`src/rtl/lsc_pkg.sv`:
```
package lsc_pkg;
  typedef enum logic [1:0] {SEL_PORTS, SEL_HELD_B, SEL_HELD_A} cmp_sel_e;
  typedef enum logic [1:0] {ST_IDLE, ST_HOLD_A, ST_HOLD_B} state_e;

  typedef struct packed {
    logic     loadHeld;
    logic     loadFromB;
    logic     cntClr;
    logic     cntInc;
    cmp_sel_e cmpSel;
  } dp_ctrl_t;

  localparam int ERR_N   = 3;
  localparam int ERR_MIS = 0;
  localparam int ERR_TMO = 1;
  localparam int ERR_SEQ = 2;
endpackage

```
`src/rtl/lsc_datapath.sv`:
```
module lsc_datapath
  import lsc_pkg::*;
#(
  parameter int DATA_W = 32,
  parameter int TAG_W  = 8,
  parameter int GAP_W  = 16,
  parameter logic [DATA_W-1:0] TOL_RST = '0,
  parameter logic [GAP_W-1:0]  GAP_RST = GAP_W'(4)
) (
  input  logic              clk,
  input  logic              rstN,
  input  dp_ctrl_t          ctrl,
  input  logic [DATA_W-1:0] aData,
  input  logic [TAG_W-1:0]  aTag,
  input  logic [DATA_W-1:0] bData,
  input  logic [TAG_W-1:0]  bTag,
  input  logic              tolWe,
  input  logic [DATA_W-1:0] tolIn,
  input  logic              gapWe,
  input  logic [GAP_W-1:0]  gapIn,
  output logic              overTol,
  output logic              tagDiff,
  output logic              gapHit
);
  localparam int EXT_W = DATA_W + 1;

  logic [DATA_W-1:0] heldData;
  logic [TAG_W-1:0]  heldTag;
  logic [DATA_W-1:0] tolReg;
  logic [GAP_W-1:0]  gapReg;
  logic [GAP_W-1:0]  gapCnt;

  logic [DATA_W-1:0] opX, opY;
  logic [TAG_W-1:0]  tagX, tagY;
  logic [EXT_W-1:0]  diff, mag;

  always_ff @(posedge clk or negedge rstN) begin
    if (!rstN) begin
      heldData <= '0;
      heldTag  <= '0;
    end else if (ctrl.loadHeld) begin
      heldData <= ctrl.loadFromB ? bData : aData;
      heldTag  <= ctrl.loadFromB ? bTag  : aTag;
    end
  end

  always_ff @(posedge clk or negedge rstN) begin
    if (!rstN) begin
      tolReg <= TOL_RST;
      gapReg <= GAP_RST;
    end else begin
      if (tolWe) tolReg <= tolIn;
      if (gapWe) gapReg <= gapIn;
    end
  end

  always_ff @(posedge clk or negedge rstN) begin
    if (!rstN)            gapCnt <= '0;
    else if (ctrl.cntClr) gapCnt <= '0;
    else if (ctrl.cntInc) gapCnt <= gapCnt + 1'b1;
  end

  always_comb begin
    opX  = aData;
    opY  = bData;
    tagX = aTag;
    tagY = bTag;
    unique case (ctrl.cmpSel)
      SEL_HELD_B: begin opX = heldData; tagX = heldTag; end
      SEL_HELD_A: begin opY = heldData; tagY = heldTag; end
      default: ;
    endcase
  end

  // sign-extended subtraction cannot overflow the extra bit
  assign diff    = {opX[DATA_W-1], opX} - {opY[DATA_W-1], opY};
  assign mag     = diff[EXT_W-1] ? (~diff + 1'b1) : diff;
  assign overTol = mag > {1'b0, tolReg};
  assign tagDiff = tagX != tagY;
  assign gapHit  = gapCnt >= gapReg;
endmodule

```
`src/rtl/lsc_control.sv`:
```
module lsc_control
  import lsc_pkg::*;
(
  input  logic             clk,
  input  logic             rstN,
  input  logic             aWrEn,
  input  logic             bWrEn,
  input  logic             overTol,
  input  logic             tagDiff,
  input  logic             gapHit,
  input  logic             clrWe,
  input  logic [ERR_N-1:0] clrMask,
  output dp_ctrl_t         ctrl,
  output logic [ERR_N-1:0] errFlags,
  output logic             pendA,
  output logic             pendB
);
  state_e state, stateNx;
  logic [ERR_N-1:0] setVec, errQ;
  logic judge;

  always_comb begin
    ctrl    = '{loadHeld: 1'b0, loadFromB: 1'b0, cntClr: 1'b0,
                cntInc: 1'b0, cmpSel: SEL_PORTS};
    stateNx = state;
    setVec  = '0;
    judge   = 1'b0;
    unique case (state)
      ST_IDLE: begin
        if (aWrEn && bWrEn) begin
          judge = 1'b1;
        end else if (aWrEn || bWrEn) begin
          ctrl.loadHeld  = 1'b1;
          ctrl.loadFromB = bWrEn;
          ctrl.cntClr    = 1'b1;
          stateNx        = bWrEn ? ST_HOLD_B : ST_HOLD_A;
        end
      end
      ST_HOLD_A: begin
        if (gapHit) begin
          setVec[ERR_TMO] = 1'b1;
          stateNx         = ST_IDLE;
        end else if (bWrEn) begin
          ctrl.cmpSel = SEL_HELD_B;
          judge       = 1'b1;
          if (aWrEn) begin
            ctrl.loadHeld = 1'b1;
            ctrl.cntClr   = 1'b1;
          end else begin
            stateNx = ST_IDLE;
          end
        end else if (aWrEn) begin
          setVec[ERR_SEQ] = 1'b1;
          ctrl.loadHeld   = 1'b1;
          ctrl.cntClr     = 1'b1;
        end else begin
          ctrl.cntInc = 1'b1;
        end
      end
      ST_HOLD_B: begin
        if (gapHit) begin
          setVec[ERR_TMO] = 1'b1;
          stateNx         = ST_IDLE;
        end else if (aWrEn) begin
          ctrl.cmpSel = SEL_HELD_A;
          judge       = 1'b1;
          if (bWrEn) begin
            ctrl.loadHeld  = 1'b1;
            ctrl.loadFromB = 1'b1;
            ctrl.cntClr    = 1'b1;
          end else begin
            stateNx = ST_IDLE;
          end
        end else if (bWrEn) begin
          setVec[ERR_SEQ] = 1'b1;
          ctrl.loadHeld   = 1'b1;
          ctrl.loadFromB  = 1'b1;
          ctrl.cntClr     = 1'b1;
        end else begin
          ctrl.cntInc = 1'b1;
        end
      end
      default: stateNx = ST_IDLE;
    endcase
    if (judge) begin
      if (tagDiff)      setVec[ERR_SEQ] = 1'b1;
      else if (overTol) setVec[ERR_MIS] = 1'b1;
    end
  end

  always_ff @(posedge clk or negedge rstN) begin
    if (!rstN) begin
      state <= ST_IDLE;
      errQ  <= '0;
    end else begin
      state <= stateNx;
      errQ  <= (errQ & ~(clrWe ? clrMask : '0)) | setVec;
    end
  end

  assign errFlags = errQ;
  assign pendA    = state == ST_HOLD_A;
  assign pendB    = state == ST_HOLD_B;
endmodule

```
`src/rtl/lockstep_cmp.sv`:
```
module lockstep_cmp
  import lsc_pkg::*;
#(
  parameter int DATA_W = 32,
  parameter int TAG_W  = 8,
  parameter int GAP_W  = 16
) (
  input  logic              clk,
  input  logic              rstN,
  input  logic              aWrEn,
  input  logic [DATA_W-1:0] aData,
  input  logic [TAG_W-1:0]  aTag,
  input  logic              bWrEn,
  input  logic [DATA_W-1:0] bData,
  input  logic [TAG_W-1:0]  bTag,
  input  logic              tolWe,
  input  logic [DATA_W-1:0] tolIn,
  input  logic              gapWe,
  input  logic [GAP_W-1:0]  gapIn,
  input  logic              clrWe,
  input  logic [ERR_N-1:0]  clrMask,
  output logic              mismatchErr,
  output logic              timeoutErr,
  output logic              seqErr,
  output logic [4:0]        statusOut
);
  dp_ctrl_t ctrl;
  logic overTol, tagDiff, gapHit, pendA, pendB;
  logic [ERR_N-1:0] errFlags;

  lsc_datapath #(.DATA_W(DATA_W), .TAG_W(TAG_W), .GAP_W(GAP_W)) u_dp (
    .clk, .rstN, .ctrl, .aData, .aTag, .bData, .bTag,
    .tolWe, .tolIn, .gapWe, .gapIn, .overTol, .tagDiff, .gapHit
  );

  lsc_control u_ctl (
    .clk, .rstN, .aWrEn, .bWrEn, .overTol, .tagDiff, .gapHit,
    .clrWe, .clrMask, .ctrl, .errFlags, .pendA, .pendB
  );

  assign mismatchErr = errFlags[ERR_MIS];
  assign timeoutErr  = errFlags[ERR_TMO];
  assign seqErr      = errFlags[ERR_SEQ];
  assign statusOut   = {pendB, pendA, errFlags};
endmodule

```
`config.mk`:
```
export PLATFORM = sky130hd
export DESIGN_NAME = lockstep_cmp
export DESIGN_NICKNAME = d
export VERILOG_FILES = /design/src/rtl/lsc_pkg.sv /design/src/rtl/lsc_datapath.sv /design/src/rtl/lsc_control.sv /design/src/rtl/lockstep_cmp.sv
export SDC_FILE = /design/constraint.sdc
export NUM_CORES = 1
export LEC_CHECK = 0
export BUFFER_PORTS_ARGS = -buffer_cell sky130_fd_sc_hd__clkbuf_2
export CAP_MARGIN = 0
export CORE_MARGIN = 5
export CORE_UTILIZATION = 45
export DETAILED_ROUTE_END_ITERATION = 16
export PLACE_DENSITY = 0.8
export SETUP_SLACK_MARGIN = 0.3
export SYNTH_ARGS = -nofsm -noshare
export SYNTH_HDL_FRONTEND = slang
export SYNTH_SLANG_ARGS = --single-unit
```
`constraint.sdc`:
```
create_clock -name clk -period 6.4 [get_ports clk]
set_input_delay 0.64 -clock clk [delete_from_list [all_inputs] [get_ports clk]]
set_output_delay 0.64 -clock clk [all_outputs]
set_load 0.02 [all_outputs]
```
==> results of run 1 <==
==> cells by family after synthesis <==
family | synth area share, %
simple gates | 16.67
compound gates | 21.42
buf+inv | 5.180
mux | 11.59
flops | 27.62
fa+ha+maj | 11.60
xor+xnor | 5.927
==> power groups by stage <==
| stage | sequential (mW) | combinational [mW] | clock, mW |
|---|---|---|---|
| after floorplan | 0.954 | 1.77 | 0 |
| after global placement | 0.968 | 2.44 | 0 |
| after detailed placement | 0.978 | 2.51 | 0 |
| after CTS | 0.966 | 2.66 | 0.583 |
| after global routing | 0.988 | 2.99 | 0.609 |
| final | 0.967 | 2.70 | 0.568 |
==> state kept, by name, indices dropped and copies added, names as in the netlist <==
signal          flops
u_dp.heldTag        8
u_dp.heldData      32
u_ctl.state         2
u_dp.gapCnt        16
u_ctl.errFlags      3
u_dp.tolReg        32
u_dp.gapReg        16
==> worst paths after layout <==
| kind | cells after the start | endpoint | startpoint | slack (ns) |
|---|---|---|---|---|
| min in group clk | 3 | u_dp.gapReg[12] | gapIn[12] | 0.47 |
| worst min register to register | 1 | u_dp.gapReg[0] | u_dp.gapReg[0] | 0.52 |
| worst min-delay path | 1 | u_dp.heldTag[5] | rstN | 0.36 |
| worst max-delay path | 30 | u_ctl.errFlags[0] | u_dp.gapReg[5] | -0.08 |
| worst max register to register | 30 | u_ctl.errFlags[0] | u_dp.gapReg[5] | -0.08 |
| max in group asynchronous | 2 | u_dp.tolReg[14] | rstN | 4.83 |
==> stage by stage <==
| step | TNS [ns] | utilization, % | total power [mW] | hold slack (ns) | worst slack (ns) |
|---|---|---|---|---|---|
| after CTS | -0.002391 | 55.85 | 4.209 | 0.3868 | -0.002391 |
| after global placement | -0.06780 | 52.67 | 3.405 | 0.4972 | -0.06780 |
| final | -0.07815 | 56.02 | 4.233 | 0.3588 | -0.07815 |
| after detailed placement | -0.2150 | 52.67 | 3.485 | 0.5084 | -0.2150 |
| after floorplan | 0 | - | 2.720 | 0.3444 | 0.3009 |
| after global routing | -0.4586 | 56.02 | 4.582 | 0.4355 | -0.4586 |
==> area by class of cell <==
class	instances	area share (%)
timing repair buffer	247	12.90
tap	280	2.883
multi-input combinational	936	57.38
clock buffer	10	1.884
inverter	64	1.977
sequential	109	22.46
clock inverter	6	0.5149
==> layer usage <==
layer	share of wire (%)	up-vias	wire (µm)
li1	-	4609	-
met1	47	4435	12980
met2	46	245	12710
met3	4.5	31	1237
met4	1.8	0	499
met5	0	-	0
==> layout by cell type, fill, tap and decap left out, drive strengths merged, types with 9 or more instances in the layout <==
cell    Yosys  layout
o21ai      93      93
o21a       13      13
and4       11      11
nand4      19      19
inv        64      68
nand3      23      23
xnor2      44      44
nor3       20      20
xor2       22      22
a31oi       9       9
a211oi     12      12
a21o       24      24
clkbuf     27     154
dfrtp     108     108
nor2       97      97
or3         9       9
buf        32     102
mux2       35      35
a21oi     104     104
ha         90      90
mux2i      75      75
nand2     119     119
==> worst reg2reg max path: cells and delay by family, from the launching register on <==
family	cells	cell delay (ns)
multiplexers	1	0.28
AND/OR/NAND/NOR	7	1.38
flip-flops	1	0.34
buffers and inverters	3	0.55
AO/OA/AOI/OAI	14	2.55
adder cells (fa/ha/maj)	3	0.90
XOR/XNOR	2	0.33
==> repair_timing <==
| item | CTS | global route |
|---|---|---|
| cloned | 2 | 0 |
| setup endpoints to repair | 1 | 1 |
| setup buffers | 13 | 1 |
| pin swaps | 36 | 5 |
| resized for setup | 47 | 7 |
==> results.toml, run 1 <==
[status]
outcome = "finished with violations"
violations = "negative setup slack"

[timing]
rsz0062_at_grt = "true"
post-route-period-util_pct = 101.2
timing.slew.headroom_pct = 33.65
finalSetupViolCount = 1
fin_crit_ns = 6.478
worst_pin_slew_ns = 0.9953
fmax_mhz = 154.4
fin_skew_ns = 0.006542
layout_setup_ws_ns = -0.07815
slew_viol_final = 0
hold_violations = 0

[setup_path]
crit_buf_inv = 3
worstPathRequired_ns = 6.64
arrival_ns = 6.72
slowest_delay_ns = 0.41
cp-start-kind = "flip-flop"
crit_fanout = 8
cp_common_cell = "a21o_1"
cp_slowest_cell = "or3_4"
cp-end-kind = "flip-flop"
crit_type = "flip-flop to flip-flop"
critical-path-top-delay-family = "compound AO/OA/AOI/OAI gates"

[floorplan]
io_pins = 146
fp.coreArea_um2 = 21690
die_width_um = 158.2
die_area_um2 = 25020
initial_utilization_pct = 45.55
rows = 54
die_h_um = 158.2

[global_route]
antenna_found_initial = 0
grt.busiest_layer = "met2"
grt_pass1_wl_um = 45150
grt_remaining_overflow = 0
grt_pass1_vias = 9167
grt_use_met3_pct = 2.460
grt.total_usage_pct = 22.16
met1_usage_pct = 31.12
grtUsageMet2_pct = 36.19
grt_start_max_net_pins = 81

[detailed_routing]
first_pass_iters = 6
drt.antenna.violating_nets = 0
drtIter0Drc = 543
vias_per_cell = 5.642
drc = 0
routedWlPerCell_um = 16.60
wl_um = 27430
vias = 9320

[pwr]
p_leak_nw = 5.753
power.density_nw_per_um2 = 348.4
pwr-share-comb_pct = 63.7
p_int_mw = 2.323
clkPwrFrac_pct = 13.4
switching_share_pct = 45.12
ir_drop_uv = 172.8
switchingPower_mw = 1.910
seqPwrFrac_pct = 22.8

[clock_tree]
cts_tree = "yes"
cts_hold_buffers = 0
clockRootBuffer = "clkbuf_16"
clkTransAtPathRegs_ns = 0.08
cts_max_path_buffers = 2
cts.sinks = 109
htree_levels = 3
clock_latency_ns = 0.37
cts_buffers = 9

[placement]
dp.cells = 1620
port_buffers = 145
gp_congestion = 1.043
place_area_um2 = 11420
place_hpwl_um = 21600

[synthesis]
ys_top_cells_by_area = "dfrtp_1, ha_1, mux2i_1"
async_reset_ff_share_pct = 100.0
synth_area_leader_cell = "dfrtp_1"
netlist_instances = 1168
avgSynthCellArea_um2 = 8.458
yosysWarnings = 0
syn-num-nets = 1397
synth_area_um2 = 9879
synth_common_cells = "nand2_1, dfrtp_1, a21oi_1, nor2_1, ha_1"
synth.most_common_cell = "nand2_1"
synth_top_area_share_pct = 27.36
ys_seq_elements = 109
yosysSeqAreaShare_pct = 27.62
synth_edf_count = 0
ys_types = 82
synth_flop_cell = "dfrtp_1"

[final_layout]
multiInputGateArea_um2 = 6972
final-seq-area_um2 = 2729
fin_nets = 1596
final_area_um2 = 12150
drive_gt1_share_pct = 26.60
syn2layout_area_growth_pct = 22.99
nFillCells = 1938
final_cells = 1652
antenna_cells = 0

[hold_path]
hold_class = "input port to asynchronous set/reset pin"

[run]
drv_cap = 0
No activity file was read; power rests on OpenSTA's default activity.
==> run 2: changes to the inputs <==
BUFFER_PORTS_ARGS = -buffer_cell sky130_fd_sc_hd__buf_2   (was -buffer_cell sky130_fd_sc_hd__clkbuf_2)
PLACE_DENSITY = 0.76   (was 0.8)
clock period = 5.2 ns   (was 6.4 ns; I/O delays follow)
==> results.toml, run 2 (synthesized netlist as in run 1, its figures left out) <==
[setup_path]
reg2reg_slack_ns = -1.30
worstPathRequired_ns = 5.44
cp_slowest_cell = "dfstp_2"
cp-end-kind = "flip-flop"
cp-start-kind = "flip-flop"
arrival_ns = 6.74
crit_type = "flip-flop to flip-flop"
cp_common_cell = "a21o_1"
slowest_delay_ns = 0.52
cp-startpoint = "u_dp.gapReg[2]"
crit_fanout = 6
reg2reg_from = "u_dp.gapReg[2]"

[timing]
timing.slew.headroom_pct = 38.83
hold_violations = 0
fmax_mhz = 153.9
finalSetupViolCount = 1
fin_crit_ns = 6.497
slew_viol_final = 0
post-route-period-util_pct = 124.9
hold_ws_ns = 0.2574
worst_pin_slew_ns = 0.9175
layout_setup_ws_ns = -1.297
fin_skew_ns = 0.01313
rsz0062_at_grt = "true"

[clock_tree]
cts_tree = "yes"
clockRootBuffer = "clkbuf_16"
cts.sinks = 109
cts_max_path_buffers = 2
cts_buffers = 9
htree_levels = 3
clock_latency_ns = 0.38
clkTransAtPathRegs_ns = 0.09

[detailed_routing]
vias_per_cell = 5.458
vias = 9726
drtIter0Drc = 640
routedWlPerCell_um = 16.33
drc = 0
drt.antenna.violating_nets = 0
first_pass_iters = 5
wl_um = 29100

[global_route]
grt.total_usage_pct = 23.39
grt_use_met3_pct = 2.788
antenna_found_initial = 0
grt_pass1_wl_um = 47580
grt_remaining_overflow = 0
grtUsageMet2_pct = 38.37
grt_start_max_net_pins = 68
grt_pass1_vias = 9820
grt.busiest_layer = "met2"
met1_usage_pct = 32.12

[floorplan]
rows = 54
die_h_um = 158.2
io_pins = 146
die_area_um2 = 25020
fp.coreArea_um2 = 21690
die_width_um = 158.2
initial_utilization_pct = 45.55

[placement]
place_hpwl_um = 23230
port_buffers = 145
gp_congestion = 0.9818
place_area_um2 = 12470

[pwr]
p_leak_nw = 6.337
clkPwrFrac_pct = 13.4
ir_drop_uv = 202.1
pwr-share-comb_pct = 65.6
power.density_nw_per_um2 = 432.2
switchingPower_mw = 2.481
p_int_mw = 3.162
switching_share_pct = 43.97
seqPwrFrac_pct = 21.1

[status]
outcome = "finished with violations"
violations = "negative setup slack"

[run]
drv_cap = 0

[final_layout]
drive_gt1_share_pct = 32.76
top_regs = "u_dp.heldData (32), u_dp.tolReg (32)"
antenna_cells = 0
final_area_um2 = 13060
syn2layout_area_growth_pct = 32.16
final_common_cell = "buf_4"
fin_nets = 1726
final_cell_mix = "buf_4, buf_2, nand2_1"

[hold_path]
hold_class = "input port to asynchronous set/reset pin"
[run 2: cell count changes in the layout (fill, tap and decap cells not counted), moves of 2 or more]
cell | previous run | this run
mux2i_1 | 75 | 73
clkinv_8 | 1 | 3
buf_2 | 0 | 144
inv_6 | 3 | 1
mux2i_2 | 0 | 2
ha_4 | 7 | 4
clkbuf_2 | 144 | 0
ha_1 | 79 | 82
buf_4 | 98 | 228
a211oi_2 | 2 | 0
[run 2: cell type report]
cell class / instances / area (µm²)
fill: 1901 / 8632
multi-input combinational: 936 / 6903
sequential: 109 / 2729
timing repair buffer: 377 / 2515
clock buffer: 9 / 225.2
tap: 280 / 350.3
clock inverter: 7 / 93.84
inverter: 64 / 240.2
[run 2: power groups by stage]
stage	clock network, mW	logic (mW)	registers (mW)
global route	0.799	4.08	1.22
floorplan	0	2.17	1.17
detailed placement	0	3.52	1.20
global placement	0	3.41	1.19
CTS	0.769	3.64	1.18
finish	0.754	3.70	1.19
[run 2: critical path, delay by kind of cell (launching register included)]
kind / cells / cell delay [ns]
flops: 1 / 0.52
fa+ha+maj: 4 / 1.19
compound gates: 15 / 2.57
simple gates: 6 / 1.08
buf+inv: 4 / 0.41
xor+xnor: 2 / 0.34
mux: 1 / 0.24
[run 2: final timing paths]
check / end / depth (start not counted)
setup / recovery: u_ctl.errFlags[0] / 32
hold / removal: u_dp.heldTag[0] / 1
setup reg to reg: u_ctl.errFlags[0] / 32
hold reg to reg: u_dp.gapReg[0] / 1
max in group asynchronous: u_dp.tolReg[28] / 2
min in group clk: u_dp.gapReg[12] / 3
[run 2: layer usage]
| layer | part of all wire [%] | up-vias | routed length (µm) |
|---|---|---|---|
| met4 | 2.6 | 0 | 762 |
| met2 | 47 | 249 | 13540 |
| met1 | 46 | 4544 | 13370 |
| li1 | - | 4881 | - |
| met5 | 0 | - | 0 |
| met3 | 4.9 | 52 | 1427 |
[run 2: stage by stage]
stage               setup WS [ns]  TNS, ns  instances  utilization [%]  total power, mW
floorplan                 -0.8991  -0.8991       1168                -            3.348
global placement           -1.275   -1.275       1758            57.50            4.601
detailed placement         -1.607   -1.607       1758            57.50            4.722
CTS                        -1.264   -1.264       1781            59.88            5.593
global route               -1.650   -1.650       1782            60.20            6.092
finish                     -1.297   -1.297       1782            60.20            5.643
[run 2: timing repair]
action | CTS | global route
pin swaps | 17 | 8
hold buffers | 0 | 0
gates resized for setup | 29 | 15
endpoints found under the setup margin | 1 | 1
buffers inserted | 7 | 1
